[src/rtl/dmaseq_pkg.sv]
package dmaseq_pkg;

  typedef enum logic [2:0] {
    ST_IDLE,
    ST_REQ,
    ST_MID,
    ST_ADDR,
    ST_RD,
    ST_WAIT,
    ST_FIN
  } seqState_t;

  typedef struct packed {
    logic holdReq;
    logic addrEn;
    logic devAck;
    logic midDrive;
    logic midStrobe;
    logic rdCmd;
    logic wrCmd;
    logic done;
  } seqStrobe_t;

endpackage

[src/rtl/dmaseq_ctrl.sv]
module dmaseq_ctrl
  import dmaseq_pkg::*;
(
  input  logic       clk,
  input  logic       rstN,
  input  logic       tick,
  input  logic       dreq,
  input  logic       hlda,
  input  logic       ready,
  input  logic       compressed,
  input  logic       extWrite,
  input  logic       needMid,
  input  logic       termCount,
  output seqStrobe_t strb,
  output logic       modeError
);

  seqState_t state, stateNext;
  logic      fromMid;
  logic      inStretch;
  seqState_t xferEntry;

  assign modeError = compressed & extWrite;
  assign inStretch = (state == ST_RD) || (state == ST_WAIT);
  assign xferEntry = needMid ? ST_MID : ST_ADDR;

  always_comb begin
    stateNext = state;
    unique case (state)
      ST_IDLE: if (dreq && !modeError) stateNext = ST_REQ;
      ST_REQ:  if (hlda) stateNext = xferEntry;
      ST_MID:  stateNext = ST_ADDR;
      ST_ADDR: begin
        if (!compressed)  stateNext = ST_RD;
        else if (ready)   stateNext = ST_FIN;
        else              stateNext = ST_WAIT;
      end
      ST_RD, ST_WAIT: stateNext = ready ? ST_FIN : ST_WAIT;
      ST_FIN: stateNext = (dreq && !termCount) ? xferEntry : ST_IDLE;
      default: stateNext = ST_IDLE;
    endcase
  end

  always_ff @(posedge clk) begin
    if (!rstN) begin
      state   <= ST_IDLE;
      fromMid <= 1'b0;
    end else if (tick) begin
      state   <= stateNext;
      fromMid <= (state == ST_MID);
    end
  end

  always_comb begin
    strb           = '0;
    strb.holdReq   = (state != ST_IDLE);
    strb.addrEn    = (state != ST_IDLE) && (state != ST_REQ);
    strb.devAck    = strb.addrEn && (state != ST_MID);
    strb.midStrobe = (state == ST_ADDR) && fromMid;
    strb.midDrive  = (state == ST_MID) || strb.midStrobe;
    strb.rdCmd     = (state == ST_FIN) || (!compressed && inStretch);
    strb.wrCmd     = (state == ST_FIN) || (extWrite && inStretch);
    strb.done      = (state == ST_FIN);
  end

  assert_gated_step_R3: assert property (@(posedge clk) disable iff (!rstN)
    !tick |=> $stable(state));

  assert_strobe_after_mid_R4: assert property (@(posedge clk) disable iff (!rstN)
    (tick && state == ST_MID) |=> strb.midStrobe);

  assert_ack_under_hold_R5: assert property (@(posedge clk) disable iff (!rstN)
    strb.devAck |-> (strb.holdReq && strb.addrEn));

  assert_compressed_read_R7: assert property (@(posedge clk) disable iff (!rstN)
    (strb.rdCmd && compressed) |-> (state == ST_FIN));

  assert_release_R11: assert property (@(posedge clk) disable iff (!rstN)
    (tick && state == ST_FIN && termCount) |=> (state == ST_IDLE));

  assert_reject_R12: assert property (@(posedge clk) disable iff (!rstN)
    (tick && state == ST_IDLE && compressed && extWrite) |=> (state == ST_IDLE));

endmodule

[src/rtl/dmaseq_dp.sv]
module dmaseq_dp
  import dmaseq_pkg::*;
#(
  parameter int BYTE_W = 8
) (
  input  seqStrobe_t        strb,
  input  logic              dirMemToIo,
  input  logic [BYTE_W-1:0] addrLow,
  input  logic [BYTE_W-1:0] addrMid,
  output logic              hold,
  output logic              aen,
  output logic              adstb,
  output logic              dack,
  output logic              memRd,
  output logic              memWr,
  output logic              ioRd,
  output logic              ioWr,
  output logic [BYTE_W-1:0] addrOut,
  output logic [BYTE_W-1:0] dataOut,
  output logic              dataOe,
  output logic              xferDone
);

  assign hold     = strb.holdReq;
  assign aen      = strb.addrEn;
  assign adstb    = strb.midStrobe;
  assign dack     = strb.devAck;
  assign xferDone = strb.done;

  assign memRd = strb.rdCmd &  dirMemToIo;
  assign ioWr  = strb.wrCmd &  dirMemToIo;
  assign ioRd  = strb.rdCmd & ~dirMemToIo;
  assign memWr = strb.wrCmd & ~dirMemToIo;

  assign addrOut = strb.devAck   ? addrLow : '0;
  assign dataOe  = strb.midDrive;
  assign dataOut = strb.midDrive ? addrMid : '0;

endmodule

[src/rtl/dma_cycle_seq.sv]
module dma_cycle_seq
  import dmaseq_pkg::*;
#(
  parameter int BYTE_W = 8
) (
  input  logic              clk,
  input  logic              rstN,
  input  logic              dmaClkEn,
  input  logic              dreq,
  input  logic              hlda,
  input  logic              ready,
  input  logic              compressed,
  input  logic              extWrite,
  input  logic              dirMemToIo,
  input  logic              needMidUpdate,
  input  logic              termCount,
  input  logic [BYTE_W-1:0] addrLow,
  input  logic [BYTE_W-1:0] addrMid,
  output logic              hold,
  output logic              aen,
  output logic              adstb,
  output logic              dack,
  output logic              memRd,
  output logic              memWr,
  output logic              ioRd,
  output logic              ioWr,
  output logic [BYTE_W-1:0] addrOut,
  output logic [BYTE_W-1:0] dataOut,
  output logic              dataOe,
  output logic              xferDone,
  output logic              modeError
);

  seqStrobe_t strb;

  dmaseq_ctrl ctrl_i (
    .clk       (clk),
    .rstN      (rstN),
    .tick      (dmaClkEn),
    .dreq      (dreq),
    .hlda      (hlda),
    .ready     (ready),
    .compressed(compressed),
    .extWrite  (extWrite),
    .needMid   (needMidUpdate),
    .termCount (termCount),
    .strb      (strb),
    .modeError (modeError)
  );

  dmaseq_dp #(.BYTE_W(BYTE_W)) dp_i (
    .strb      (strb),
    .dirMemToIo(dirMemToIo),
    .addrLow   (addrLow),
    .addrMid   (addrMid),
    .hold      (hold),
    .aen       (aen),
    .adstb     (adstb),
    .dack      (dack),
    .memRd     (memRd),
    .memWr     (memWr),
    .ioRd      (ioRd),
    .ioWr      (ioWr),
    .addrOut   (addrOut),
    .dataOut   (dataOut),
    .dataOe    (dataOe),
    .xferDone  (xferDone)
  );

endmodule

[config.mk]
export PLATFORM = sky130hd
export DESIGN_NAME = dma_cycle_seq
export DESIGN_NICKNAME = d
export VERILOG_FILES = /design/src/rtl/dmaseq_pkg.sv /design/src/rtl/dmaseq_ctrl.sv /design/src/rtl/dmaseq_dp.sv /design/src/rtl/dma_cycle_seq.sv
export SDC_FILE = /design/constraint.sdc
export NUM_CORES = 1
export LEC_CHECK = 0
export ABC_AREA = 0
export CELL_PAD_IN_SITES_DETAIL_PLACEMENT = 1
export CELL_PAD_IN_SITES_GLOBAL_PLACEMENT = 1
export CORE_MARGIN = 2
export CORE_UTILIZATION = 16
export DETAILED_ROUTE_END_ITERATION = 8
export PLACE_DENSITY = 0.78
export RECOVER_POWER = 100
export SLEW_MARGIN = 10
export SYNTH_ARGS = -nofsm -noshare
export SYNTH_HDL_FRONTEND = slang
export SYNTH_SLANG_ARGS = --single-unit
[constraint.sdc]
create_clock -name clk -period 1.9 [get_ports clk]
set_input_delay 0.475 -clock clk [delete_from_list [all_inputs] [get_ports clk]]
set_output_delay 0.475 -clock clk [all_outputs]
set_load 0.1 [all_outputs]
==> results.sh, run 1 <==
export IMPL_syn_cell_area_um2=480
export IMPL_synth_adder_area_share=0
export IMPL_max_freq_mhz=539
export IMPL_overflow_after_grt=0
export IMPL_synth_lib_cells_used_distinct=28
export IMPL_netlist_top_cells_area="dfxtp_1 (17%), and2_1 (12%), a21oi_1 (8.3%), and2b_1 (7.8%), nand2b_1 (7.8%)"
export IMPL_finalSetupViolCount=0
export IMPL_cpPeakStageDelay_ns=0.40
export IMPL_viasPerCell=4.60
export IMPL_max_vdd_ir_drop_v=0.000238
export IMPL_worstPathMaxFanout=11
export IMPL_gp_congestion=0.786
export IMPL_clk_insertion_delay_late_ns=0.24
export IMPL_final_nets=161
export IMPL_numClockSinks=4
export IMPL_drive_above_1_share=0.508
export IMPL_hold_worst_slack_ns=0.537
export IMPL_finalCriticalPeriod_ns=1.86
export IMPL_setup_worst_path_start_class="flip-flop"
export IMPL_path_cells="buf_4 -> or3_1 -> buf_12"
export IMPL_seq_area_frac_synth=0.167
export IMPL_synth_simple_gate_area_share=0.534
export IMPL_io_pins=54
export IMPL_initialDrtViolationCount=19
export IMPL_die_h_um=58.8
export IMPL_cp_data_required_time_ns=1.42
export IMPL_clk_pin_slew_ns=0.04
export IMPL_core_area_um2=2810
export IMPL_wl_um=2540
export IMPL_vias=749
export IMPL_cts_inserted_buffers=3
export IMPL_slowest_stage="or3_1"
export IMPL_multi_input_gate_area_in_the_final_layout_um2=473
export IMPL_cts_htree_levels=1
export IMPL_post_route_period_util=0.977
export IMPL_final_area_um2=1330
export IMPL_final_common_cell="clkdlybuf4s50_1"
export IMPL_outcome="finished, violations left"
export IMPL_placed_area_um2=1430
export IMPL_portBuffers=53
export IMPL_grt_first_pass_wirelength_um=3850
export IMPL_grt_use_total=0.150
export IMPL_cts_setup_buffers=0
export IMPL_tritoncts="done"
export IMPL_fp_dieArea_um2=3460
export IMPL_worst_slack_placed_ns=-0.225
export IMPL_synth_largest_type_area_fraction=0.167
export IMPL_worst_ep_arrival_time_ns=1.38
export IMPL_die_width_um=58.8
export IMPL_avg_inst_size_synth_um2=6.58
export IMPL_fin_cells=163
export IMPL_max_slew_worst_pin_slew_ns=0.274
export IMPL_power_density_nw_per_um2=331
export IMPL_muxShareOfSynthArea=0.0234
export IMPL_num_fill_cells=331
export IMPL_via_count_of_the_first_global_routing_pass=797
export IMPL_failed_checks="DRC"
export IMPL_synth_top_cell_by_area="dfxtp_1"
export IMPL_endpoint_kind="primary output"
export IMPL_route_detailed_drc=6
export IMPL_final_cell_mix="clkdlybuf4s50_1 (22), buf_4 (11), buf_12 (9), buf_6 (9), and2_4 (8)"
export IMPL_antennaDiodeCount=0
export IMPL_area_growth_synth_to_final_pct=178
export IMPL_hold_class="flip-flop to flip-flop"
export IMPL_maxSlewHeadroom=0.815
export IMPL_max_root_sink_buffers=2
export IMPL_syn_inst=73
export IMPL_placementRows=19
export IMPL_holdBufCountCts=0
export IMPL_setup_worst_path_class="flip-flop to primary output"
export IMPL_ys_warn_count=0
export IMPL_synth_compound_area_share=0.193
export IMPL_detailed_place_hpwl_um=2180
export IMPL_final_worst_slack_ns=0.0441
export IMPL_grt_setup_unrepaired="false"
export IMPL_clock_tree_root_cell="clkbuf_4"
export IMPL_power_leakage_nw=0.569
export IMPL_start_util=0.171
export IMPL_grt_antenna_before_repair=0
export IMPL_synth_xor_area_frac=0
export IMPL_fin_worst_skew_ns=0.00322
export IMPL_synth_nets=100
export IMPL_slew_violations=0
export IMPL_register_area_um2=81.3
export IMPL_ant_nets=0
export IMPL_maxCapViolations=0
export IMPL_fin_tns_setup_ns=0
export IMPL_detailedRoute_firstPassIterationCount=5
export IMPL_synth_seq_cells=4
export IMPL_detail_route_wl_per_cell_um=15.6
export IMPL_grt_start_max_net_pins=12
export IMPL_post_place_cells=160
export IMPL_report_final_hold_viol_count=0
export IMPL_synth_top_family_by_area="simple AND/OR/NAND/NOR gates"
## per-stage QoR
stage                     utilization  power [mW]
after floorplan                     -       0.216
after global placement          0.508       0.331
after detailed placement        0.508       0.336
after CTS                       0.527       0.456
after global routing            0.475       0.466
final                           0.475       0.442
## layer usage
metal / share of wire / track usage / vias up
met1: 0.39 / 0.179 / 345
met3: 0.087 / 0.0330 / 8
met5: 0 / 0 / -
met2: 0.50 / 0.256 / 34
met4: 0.023 / 0.0714 / 0
li1: - / - / 362
## synthesized netlist by cell type
library cell / count
a31oi_1: 1
or3_1: 1
and2b_1: 5
dfxtp_1: 4
nand2b_2: 1
nand4_1: 1
nor4b_1: 1
nor3b_1: 1
mux2_2: 1
nor3_1: 2
a21oi_1: 8
buf_2: 2
buf_4: 1
inv_1: 5
o32ai_1: 1
and2_1: 9
and3_1: 1
o21ai_0: 3
a211oi_1: 1
o211ai_1: 1
nor2_1: 5
or2_2: 1
nor2b_1: 3
clkbuf_1: 1
nand2_1: 5
nand2b_1: 6
o21a_1: 1
nand4b_1: 1
## final cells by class
class	count	area share
Sequential cell	4	0.0610
Timing Repair Buffer	60	0.524
Inverter	5	0.0141
Clock buffer	3	0.0169
Multi-Input combinational cell	60	0.355
Tap cell	31	0.0291
## cell families (layout without fill, tap and decap cells)
group,count (synthesis),count (layout)
flops,4,4
simple gates,43,43
buf+inv,9,68
mux,1,1
compound gates,16,16
## sequential cells by signal, summed over array words and instances, names as in the netlist
signal and cells:
ctrl_i.fromMid 1, ctrl_i.state 3
## critical path: cells and delay by family (launching register included)
family | cells | cell delay (ns)
buf+inv | 2 | 0.38
flops | 1 | 0.36
simple gates | 1 | 0.40
## what timing repair did
| item | CTS | global route |
|---|---|---|
| resized for setup | 11 | 3 |
| hold endpoints to repair | 0 | 0 |
| pin swaps | 2 | 0 |
| endpoints found under the setup margin | 23 | 11 |
## power by group
part | switching, mW | internal, mW | total [mW] | leakage [nW]
sequential | 0.00476 | 0.0880 | 0.0927 | 0.0329
clock | 0.0395 | 0.0710 | 0.110 | 0.0138
combinational | 0.129 | 0.109 | 0.239 | 0.522
## path summary, 6_finish.rpt
check / from / endpoint / slack [ns] / cells after the start
setup / recovery: ctrl_i.state[1] / hold / 0.04 / 3
hold / removal: ctrl_i.fromMid / ctrl_i.fromMid / 0.54 / 2
setup reg to reg: ctrl_i.state[2] / ctrl_i.state[1] / 0.52 / 5
hold reg to reg: ctrl_i.fromMid / ctrl_i.fromMid / 0.54 / 2
Note: power is estimated with default switching activity, not from simulation.
==> inputs of run 2 (changes only) <==
--- a/config.mk
+++ b/config.mk
@@ -10,6 +10,7 @@
 export CELL_PAD_IN_SITES_GLOBAL_PLACEMENT = 1
 export CORE_MARGIN = 2
 export CORE_UTILIZATION = 16
+export CTS_CLUSTER_DIAMETER = 30
 export DETAILED_ROUTE_END_ITERATION = 8
 export PLACE_DENSITY = 0.78
 export RECOVER_POWER = 100
==> results of run 2 <==
The final DEF is identical to that of run 1; final timing and power are the same.
==> inputs of run 3 (changes only) <==
==> constraint.sdc (replaced) <==
create_clock -name clk -period 1.8 [get_ports clk]
set_input_delay 0.45 -clock clk [delete_from_list [all_inputs] [get_ports clk]]
set_output_delay 0.45 -clock clk [all_outputs]
set_load 0.1 [all_outputs]
==> run 3 against run 2 <==
Compared with the run above: the flow still finishes with violations (DRC); register-to-register slack got worse by 0.05 ns; critical path depth increased by 2; sequential cell count unchanged; critical path type unchanged; non-clock buffer count increased by 5; utilization increased by 6.0 points; combinational power increased by 15%; clock-buffer cell count unchanged; routed wire length increased by 13%.
==> results.sh, run 3 (synthesized netlist as in run 1, its figures left out) <==
export IMPL_outcome="finished, violations left"
export IMPL_failed_checks="DRC"
export IMPL_worst_ep_arrival_time_ns=1.34
export IMPL_detailed_place_hpwl_um=2300
export IMPL_flip_flop_count_of_the_largest_register_all_copies_and_words_added=3
export IMPL_path_cells="buf_6 -> nand2b_4 -> and3_4 -> and2_4 -> buf_12"
export IMPL_max_slew_worst_pin_slew_ns=0.299
export IMPL_final_cell_mix="clkdlybuf4s50_1 (21), buf_12 (19), buf_4 (10)"
export IMPL_viasPerCell=4.63
export IMPL_overflow_after_grt=0
export IMPL_power_density_nw_per_um2=327
export IMPL_antennaDiodeCount=0
export IMPL_grt_antenna_before_repair=0
export IMPL_hold_class="flip-flop to flip-flop"
export IMPL_gp_congestion=0.898
export IMPL_via_count_of_the_first_global_routing_pass=827
export IMPL_final_util=0.535
export IMPL_max_vdd_ir_drop_v=0.000280
export IMPL_area_growth_synth_to_final_pct=212
export IMPL_clk_pin_slew_ns=0.04
export IMPL_grt_use_total=0.173
export IMPL_drive_above_1_share=0.558
export IMPL_hold_worst_slack_ns=0.512
export IMPL_grt_setup_unrepaired="true"
export IMPL_finalSetupViolCount=0
export IMPL_post_route_period_util=0.994
export IMPL_die_width_um=58.8
export IMPL_report_final_hold_viol_count=0
export IMPL_registers_with_the_highest_flip_flop_counts="ctrl_i.state: 3 flops, ctrl_i.fromMid: 1 flops"
export IMPL_setup_worst_path_start_class="flip-flop"
export IMPL_cts_htree_levels=1
export IMPL_portBuffers=53
export IMPL_final_common_cell="clkdlybuf4s50_1"
export IMPL_setup_worst_path_class="flip-flop to primary output"
export IMPL_endpoint_kind="primary output"
export IMPL_route_detailed_drc=7
export IMPL_final_worst_slack_ns=0.0105
export IMPL_final_nets=167
export IMPL_finalCriticalPeriod_ns=1.79
export IMPL_tritoncts="done"
export IMPL_power_leakage_nw=0.616
export IMPL_vias=782
export IMPL_die_h_um=58.8
export IMPL_initialDrtViolationCount=13
export IMPL_cp_data_required_time_ns=1.35
export IMPL_worstPathMaxFanout=5
export IMPL_grt_first_pass_wirelength_um=4400
export IMPL_setup_reg_to_reg_worst_slack_ns=0.47
export IMPL_registers_top_by_ff_count="ctrl_i.state"
export IMPL_detailedRoute_firstPassIterationCount=6
export IMPL_max_freq_mhz=559
export IMPL_design_power_total_mw=0.490
export IMPL_detail_route_wl_per_cell_um=17.0
export IMPL_max_root_sink_buffers=2
export IMPL_maxCapViolations=0
export IMPL_start_util=0.171
export IMPL_numClockSinks=4
export IMPL_cts_inserted_buffers=3
export IMPL_grt_start_max_net_pins=10
export IMPL_slew_violations=0
export IMPL_wl_um=2870
export IMPL_clock_tree_root_cell="clkbuf_4"
export IMPL_core_area_um2=2810
export IMPL_worst_slack_placed_ns=-0.214
export IMPL_fin_worst_skew_ns=0.00179
export IMPL_ant_nets=0
export IMPL_fp_dieArea_um2=3460
export IMPL_clk_insertion_delay_late_ns=0.24
export IMPL_slowest_stage="dfxtp_4"
export IMPL_placementRows=19
export IMPL_cpPeakStageDelay_ns=0.35
export IMPL_maxSlewHeadroom=0.798
export IMPL_io_pins=54
-- run 3: cell type report --
cell class	instances	area (µm²)
multi-input combinational	61	510
fill	303	1300
clock buffer	3	22.5
timing repair buffer	65	821
inverter	5	18.8
tap	31	38.8
sequential	4	90.1
-- run 3: report_power, final --
group / switching [mW] / internal, mW / total [mW] / leakage, nW
clock network: 0.0436 / 0.0750 / 0.119 / 0.0138
registers: 0.00602 / 0.0921 / 0.0981 / 0.0349
logic: 0.145 / 0.128 / 0.274 / 0.567
-- run 3: path summary, 6_finish.rpt --
check | cells after the start | from | endpoint
setup / recovery | 5 | ctrl_i.state[0] | dataOut[1]
hold / removal | 2 | ctrl_i.fromMid | ctrl_i.fromMid
setup reg to reg | 5 | ctrl_i.state[2] | ctrl_i.state[1]
hold reg to reg | 2 | ctrl_i.fromMid | ctrl_i.fromMid
-- run 3: metal layers --
| layer | GRT usage | wire, µm | vias to the layer above |
|---|---|---|---|
| li1 | - | - | 378 |
| met1 | 0.209 | 1110 | 364 |
| met2 | 0.316 | 1500 | 37 |
| met3 | 0.0396 | 227 | 3 |
| met4 | 0.0292 | 21 | 0 |
| met5 | 0 | 0 | - |
-- run 3: stage by stage --
| stage | std cells | setup TNS (ns) | cell area (µm²) |
|---|---|---|---|
| 2_1_floorplan | 73 | -1.59 | 566 |
| 3_3_place_gp | 162 | -0.692 | 1450 |
| 3_5_place_dp | 162 | -1.44 | 1450 |
| 4_1_cts | 168 | 0 | 1570 |
| 5_1_grt | 169 | -0.0974 | 1500 |
| 6_report | 169 | 0 | 1500 |
-- run 3: critical path, delay by kind of cell (launching register included) --
family | cells | cell delay [ns]
and+or+nand+nor | 3 | 0.45
buffers and inverters | 2 | 0.30
DFF | 1 | 0.35
-- run 3: timing repair --
| item | CTS | global route |
|---|---|---|
| setup buffers | 2 | 1 |
| endpoints found under the setup margin | 23 | 17 |
| hold buffers | 0 | 0 |
| pin swaps | 5 | 4 |
| gates resized for setup | 23 | 4 |
| gates cloned | 1 | 0 |
